===== src/rtl/intr_vector_unit.sv =====
module intr_vector_unit #(
  parameter int TYPE_W       = 8,
  parameter int NMI_TYPE     = 2,
  parameter int NMI_MIN_HIGH = 2,
  parameter int NMI_ARM_CYC  = 2
) (
  input  logic              clk,
  input  logic              rst,
  input  logic              nmi_pin,
  input  logic              intr_req,
  input  logic              sw_req,
  input  logic [TYPE_W-1:0] sw_type,
  input  logic              boundary,
  input  logic              ie_wr,
  input  logic              ie_wdata,
  input  logic [TYPE_W-1:0] ack_type,
  output logic              inta,
  output logic              busy,
  output logic              save_stb,
  output logic [TYPE_W-1:0] irq_type,
  output logic [TYPE_W+1:0] vec_addr,
  output logic              ie_flag,
  output logic              saved_ie
);
  localparam int CNT_W = $clog2(NMI_MIN_HIGH + 1);
  localparam int ARM_W = $clog2(NMI_ARM_CYC + 1);
  localparam logic [CNT_W-1:0] HI_MAX  = CNT_W'(NMI_MIN_HIGH);
  localparam logic [ARM_W-1:0] ARM_MAX = ARM_W'(NMI_ARM_CYC);
  localparam logic [TYPE_W-1:0] NMI_T  = TYPE_W'(NMI_TYPE);

  typedef enum logic [1:0] {S_IDLE, S_ACK, S_VEC} state_t;

  state_t            state;
  logic [1:0]        ack_cnt;
  logic [TYPE_W-1:0] type_q;
  logic              s1, s2, s2_d;
  logic [ARM_W-1:0]  arm_cnt;
  logic [CNT_W-1:0]  hi_cnt, hi_nxt;
  logic              nmi_pend, intr_q;

  wire armed     = (arm_cnt == ARM_MAX);
  wire nmi_start = s2 & ~s2_d & armed;

  always_ff @(posedge clk) begin
    if (rst) begin
      s1 <= 1'b1; s2 <= 1'b1; s2_d <= 1'b1;
      arm_cnt <= '0;
      hi_cnt <= '0;
      intr_q <= 1'b0;
    end else begin
      s1 <= nmi_pin; s2 <= s1; s2_d <= s2;
      if (!armed) arm_cnt <= arm_cnt + 1'b1;
      hi_cnt <= hi_nxt;
      intr_q <= intr_req;
    end
  end

  always_comb begin
    hi_nxt = hi_cnt;
    if (!s2) hi_nxt = '0;
    else if (nmi_start || (hi_cnt != '0 && hi_cnt != HI_MAX)) hi_nxt = hi_cnt + 1'b1;
  end

  wire nmi_qual = s2 && (hi_nxt == HI_MAX) && (hi_cnt != HI_MAX);

  wire idle     = (state == S_IDLE);
  wire at_bnd   = idle & boundary;
  wire take_nmi = at_bnd & nmi_pend;
  wire take_sw  = at_bnd & ~nmi_pend & sw_req;
  wire take_int = at_bnd & ~nmi_pend & ~sw_req & intr_q & ie_flag;
  wire take_any = take_nmi | take_sw | take_int;

  always_ff @(posedge clk) begin
    if (rst) nmi_pend <= 1'b0;
    else if (nmi_qual) nmi_pend <= 1'b1;
    else if (take_nmi) nmi_pend <= 1'b0;
  end

  always_ff @(posedge clk) begin
    if (rst) begin
      ie_flag <= 1'b0;
      saved_ie <= 1'b0;
    end else if (take_any) begin
      ie_flag <= 1'b0;
      saved_ie <= ie_flag;
    end else if (ie_wr) begin
      ie_flag <= ie_wdata;
    end
  end

  always_ff @(posedge clk) begin
    if (rst) begin
      state <= S_IDLE;
      ack_cnt <= '0;
      type_q <= '0;
    end else begin
      case (state)
        S_IDLE: begin
          ack_cnt <= '0;
          if (take_nmi) begin
            type_q <= NMI_T;
            state <= S_VEC;
          end else if (take_sw) begin
            type_q <= sw_type;
            state <= S_VEC;
          end else if (take_int) begin
            state <= S_ACK;
          end
        end
        S_ACK: begin
          ack_cnt <= ack_cnt + 1'b1;
          if (ack_cnt == 2'd2) begin
            type_q <= ack_type;
            state <= S_VEC;
          end
        end
        S_VEC:   state <= S_IDLE;
        default: state <= S_IDLE;
      endcase
    end
  end

  assign inta     = (state == S_ACK) && (ack_cnt != 2'd1);
  assign busy     = ~idle;
  assign save_stb = (state == S_VEC);
  assign irq_type = type_q;
  assign vec_addr = {type_q, 2'b00};
endmodule


===== config.mk =====
export PLATFORM = sky130hd
export DESIGN_NAME = intr_vector_unit
export DESIGN_NICKNAME = d
export VERILOG_FILES = /design/src/rtl/intr_vector_unit.sv
export SDC_FILE = /design/constraint.sdc
export NUM_CORES = 1
export LEC_CHECK = 0
export ABC_CLOCK_PERIOD_IN_PS = 1700
export BUFFER_PORTS_ARGS = -buffer_cell sky130_fd_sc_hd__buf_2
export CAP_MARGIN = 5
export CORE_ASPECT_RATIO = 1.75
export CORE_MARGIN = 2
export CORE_UTILIZATION = 47
export CTS_CLUSTER_SIZE = 8
export DETAILED_ROUTE_END_ITERATION = 8
export GPL_TIMING_DRIVEN = 0
export PLACE_DENSITY = 0.78
export SYNTH_ARGS = -nofsm -noshare
export SYNTH_HDL_FRONTEND = slang
export SYNTH_SLANG_ARGS = --single-unit

===== constraint.sdc =====
create_clock -name clk -period 1.7 [get_ports clk]
set_input_delay 0.17 -clock clk [delete_from_list [all_inputs] [get_ports clk]]
set_output_delay 0.17 -clock clk [all_outputs]
set_load 0.02 [all_outputs]

Yosys cells after proc, flatten, opt, wreduce, memory -nomap -nowiden
Index checks and enable logic that the tools add are counted.
{"block": "classes", "n_addsub": 3, "eq_ne": 10, "muxes": 14, "bitwise": 15, "n_reduce_logical": 12}
{"op": "$mux W8", "n": 3}
{"op": "$pmux W8 S2", "n": 1}
{"op": "$mux W2", "n": 6}
{"op": "$and A1 B1 Y1", "n": 9}
{"op": "$eq A2 B2 Y1 const B", "n": 4}
{"op": "$pmux W2 S2", "n": 2}
{"op": "$add A2 B1 Y2 const B", "n": 3}
{"op": "$reduce_bool A2 Y1", "n": 3}
{"op": "$logic_and A1 B1 Y1", "n": 4}
{"op": "$ne A2 B2 Y1 const B", "n": 2}
{"op": "$ne A4 B1 Y1 const B", "n": 1}
{"op": "$not A1 Y1", "n": 4}
{"op": "$ne A3 B1 Y1 const B", "n": 1}
{"op": "$reduce_and A3 Y1", "n": 1}
{"op": "$eq A2 B1 Y1 const B", "n": 1}
{"op": "$logic_not A2 Y1", "n": 1}
{"op": "$mux W1", "n": 2}
{"op": "$ne A2 B1 Y1 const B", "n": 1}
{"op": "$or A1 B1 Y1", "n": 2}
{"op": "$reduce_and A2 Y1", "n": 1}
{"op": "$reduce_or A2 Y1", "n": 1}
{"op": "$logic_or A1 B1 Y1", "n": 1}
{"block": "word_totals", "regBits": 23, "in_bits": 24, "output_inout_bits": 23, "elab_cells": 66}

Longest topological paths before layout
{"block": "logic_depth", "depth_word": 10, "depth_mapped": 6, "ltp_nobuf": 6}

Worst setup path after synthesis
OpenSTA, ideal clock, no wires.
{"block": "synth_path", "path_kind": "register to register", "startpoint": "register ack_cnt[0]", "endpoint": "register type_q[4] (netlist: irq_type[4])", "setup_time_ns": 0.132, "t_arrival_ns": 1.157, "t_required_ns": 1.568, "path_slack_ns": 0.411, "path_stages_with_launch": 7, "n_path_buf": 0, "synth_period_minus_slack_ns": 1.289, "path_cell_list": "dfxtp_1 -> inv_1 -> ha_1 -> nand2_1 -> o21a_4 -> a2111oi_0 -> nor3_1"}
{"block": "synth_via", "elab_chain_len": 3}
{"element": "start: declaration", "line_no": "34", "text": "logic [1:0] ack_cnt;"}
{"element": "start signal: assignment", "line_no": "111", "text": "ack_cnt <= ack_cnt + 1'b1;"}
{"element": "$eq A2 B2 Y1", "line_no": "112", "text": "if (ack_cnt == 2'd2) begin"}
{"element": "$ne A2 B2 Y1 (no line)"}
{"element": "$reduce_and A3 Y1 (no line)"}
{"element": "end signal: assignment", "line_no": "104", "text": "type_q <= sw_type;"}
{"element": "end signal: assignment", "line_no": "113", "text": "type_q <= ack_type;"}
{"element": "end: declaration", "line_no": "35", "text": "logic [TYPE_W-1:0] type_q;"}
Every way passes these cells.
A chain may end at the register's enable or synchronous reset.

Worst setup path in the final report
{"block": "layout_path", "startpoint": "register state[0]", "endpoint": "output inta"}
{"block": "layout_via", "elab_chain_len": 2}
{"element": "start: declaration", "line_no": "33", "text": "state_t state;"}
{"element": "start signal: assignment", "line_no": "93", "text": "state <= S_IDLE;"}
{"element": "start signal: assignment", "line_no": "102", "text": "state <= S_VEC;"}
{"element": "start signal: assignment", "line_no": "105", "text": "state <= S_VEC;"}
{"element": "$eq A2 B1 Y1", "line_no": "123", "text": "assign inta = (state == S_ACK) && (ack_cnt != 2'd1);"}
{"element": "$logic_and A1 B1 Y1", "line_no": "123"}
{"element": "end: declaration", "line_no": "17", "text": "output logic inta,"}
Every way passes these cells.

==> qor.csv <==
stage;metric;value;unit
yosys;synth_cell_types;30;
grt;grt_use_total;22.2;%
yosys;syn_area;1140;µm²
yosys;yosys.area.top_type;dfxtp_1;
yosys;syn_avg_cell_area;8.90;µm²
grt;grt_pass1_vias;1054;
sta;finalMaxSlewViolations;0;
yosys;ys.warnings.count;0;
sta;fin_setup_tns;0;ns
cts;root_buffer;clkbuf_8;
yosys;async_flop_share;0;%
cts;post_cts_resized;0;
cells_and_area;syn2layout_area_growth;26.6;%
grt;grt_start_max_net_pins;14;
cts;ctsHtreeMaxLevel;1;
power;p_leak;0.692;nW
cts;cts_buffer_depth;2;
sta;max_slew.worst_pin.slew;0.501;ns
power;ir_worst_vdd;739;µV
yosys;ys.flop_type;dfxtp_1;
yosys;synth_xor_area_share;1.54;%
placement;portBuffers;44;
sta;max_slew_margin;66.6;%
cts;cts.clk_slew.worst_paths;0.08;ns
routing;drc;0;
sta;min_period_over_period;88.9;%
cts;cts_hold_buf;0;
job;max_cap_viol_count;0;
grt;grt_antenna_before_repair;0;
yosys;synth_compound_area_share;18.0;%
power;p_seq_share;41.5;%
routing;via_count;1051;
yosys;yosys-mux-area-fraction;1.76;%
critical_path;path_delay_family;buffers and inverters;
floorplan;start_util;49.5;%
critical_path;critPathMaxStageDelay;0.42;ns
grt;grt_pass1_wl;4580;µm
sta;min_period;1.51;ns
worst_hold_path;min_path_type;in -> reg;
sta;hold_viol;0;
placement;place_hpwl;2080;µm
outcome;status;finished, final reports clean;
yosys;synth.top_cell.area_share;40.4;%
cts;cts_tree;yes;
power;pwr_density_cell;1170;nW/µm²
floorplan;ios;47;
routing;drt-initial-drc-count;14;
critical_path;cp_max_fo;10;
floorplan;num_rows;23;
placement;gp_congestion;0.747;
cts;clock_latency;0.27;ns
yosys;synth_top_family_by_area;simple AND/OR/NAND/NOR gates;
floorplan;core_area;2300;µm²
cts;cts_setup_buffers;0;
routing;dr.pass1.iters;4;
critical_path;crit_arrival;1.34;ns
sta;hold_slack;0.0922;ns
yosys;syn_inst;128;
critical_path;cp-start-kind;flop;
routing;routed_wl;2580;µm
cts;numCtsBuffers;3;
cells_and_area;layout_common_cells;46 x buf_2, 23 x dfxtp_1, 14 x nor2_1, 11 x a21oi_1, 10 x buf_4;
critical_path;critical_path.slowest_cell;dfxtp_1;
floorplan;die-area;2850;µm²
sta;finalSetupViolCount;0;
critical_path;critical_path.cell_chain;buf_2 -> nand2b_1 -> nor2_1 -> buf_2;
routing;vias_per_cell;5.20;
sta;fmax;662;MHz
grt;globalRoute.totalOverflow;0;
critical_path;cpMostUsedCell;buf_2;
yosys;synth_area_leaders;dfxtp_1 40%, buf_4 6.6%, ha_1 5.5%;
routing;drtAntennaViolNets;0;
critical_path;endpoint_kind;primary output;
critical_path;critPathKind;reg -> out;
floorplan;die_h;69.1;µm
power;combPwrFrac;38.6;%
power;p_sw_share;36.0;%
cells_and_area;nets;207;
yosys;yosys.area_share.simple;21.0;%
power;clkPwrFrac;19.9;%
power;p_total;1.69;mW
routing;detail_route.wl_per_cell;12.7;µm
sta;rsz0062_at_grt;false;
critical_path;worst-path-buf-inv;2;
yosys;ys_seq_elements;23;
floorplan;die_w;41.2;µm
cells_and_area;drive_above_1_share;39.5;%
power;p_int;1.08;mW
yosys;synth-seq-area-share;40.4;%
critical_path;crit_required;1.53;ns
cells_and_area;antenna_cells;0;
cells_and_area;layout_commonest_cell;buf_2;
sta;skew;0.00688;ns
power;p_sw;0.607;mW
cts;clock_sinks;23;
yosys;synth_adder_area_share;5.49;%
yosys;synth_edf_count;0;
==> cells in the mapped netlist (4+ instances only) <==
cell       instances
a21oi_1           11
dfxtp_1           23
nor3b_1            8
buf_4             10
a2111oi_0          7
inv_1              8
clkbuf_1           4
ha_1               5
or2_2              4
nor2_1            14
nor3_1             9
==> per-layer routing <==
metal	wire (µm)	track usage, %	vias up
met4	38	7.53	0
li1	-	-	528
met3	154	3.54	4
met2	1440	38.2	34
met5	0	0	-
met1	942	25.6	485
==> cells by family (layout without fill, tap and decap cells) <==
logic type / count (synthesis) / in the layout
flip-flops: 23 / 23
AND/OR/NAND/NOR: 44 / 44
adder cells (fa/ha/maj): 5 / 5
XOR/XNOR: 2 / 2
buffers and inverters: 24 / 72
other: 1 / 2
AO/OA/AOI/OAI: 27 / 27
multiplexers: 2 / 2
==> final timing paths <==
path	from	endpoint	slack (ns)	depth (start not counted)
worst min-delay path	nmi_pin	s1	0.09	2
worst max register to register	ack_cnt[0]	irq_type[2]	0.27	6
worst min register to register	s1	s2	0.44	1
worst max-delay path	state[0]	inta	0.19	4
==> stage by stage <==
stage	instances	cell area (µm²)	util (%)	worst slack (ns)
2_1_floorplan	129	1140	-	0.411
3_3_place_gp	198	1390	60.5	0.281
3_5_place_dp	198	1390	60.5	0.263
4_1_cts	202	1440	62.6	0.0929
5_1_grt	202	1440	62.6	0.0535
6_report	202	1440	62.6	0.189
==> power by group through the flow <==
stage	clock network, mW	registers [mW]	logic [mW]
6_report	0.335	0.701	0.651
5_1_grt	0.352	0.713	0.736
4_1_cts	0.339	0.702	0.657
3_5_place_dp	0	0.714	0.650
2_1_floorplan	0	0.740	0.436
3_3_place_gp	0	0.705	0.624
==> sequential cells by signal, summed over array words and instances (netlist names) <==
| signal | cells |
|---|---|
| nmi_pend | 1 |
| intr_q | 1 |
| saved_ie | 1 |
| irq_type | 8 |
| state | 2 |
| s2 | 1 |
| s1 | 1 |
| s2_d | 1 |
| hi_cnt | 2 |
| ack_cnt | 2 |
| ie_flag | 1 |
| arm_cnt | 2 |
==> final cells by class <==
class	instances	area [µm²]
timing repair buffer	44	220
fill	216	861
clock inverter	1	5.00
inverter	8	30.0
sequential	23	460
buffer	16	101
tap	25	31.3
multi-input combinational	82	552
clock buffer	3	41.3
==> worst reg2reg max path, delay by kind of cell (launching register included) <==
family                     cells  cell delay [ns]
AOI/OAI and AO/OA              2             0.57
DFF                            1             0.34
adders and majority gates      1             0.16
and+or+nand+nor                2             0.19
buffers and inverters          1             0.06
(Power assumes the default switching activity.)
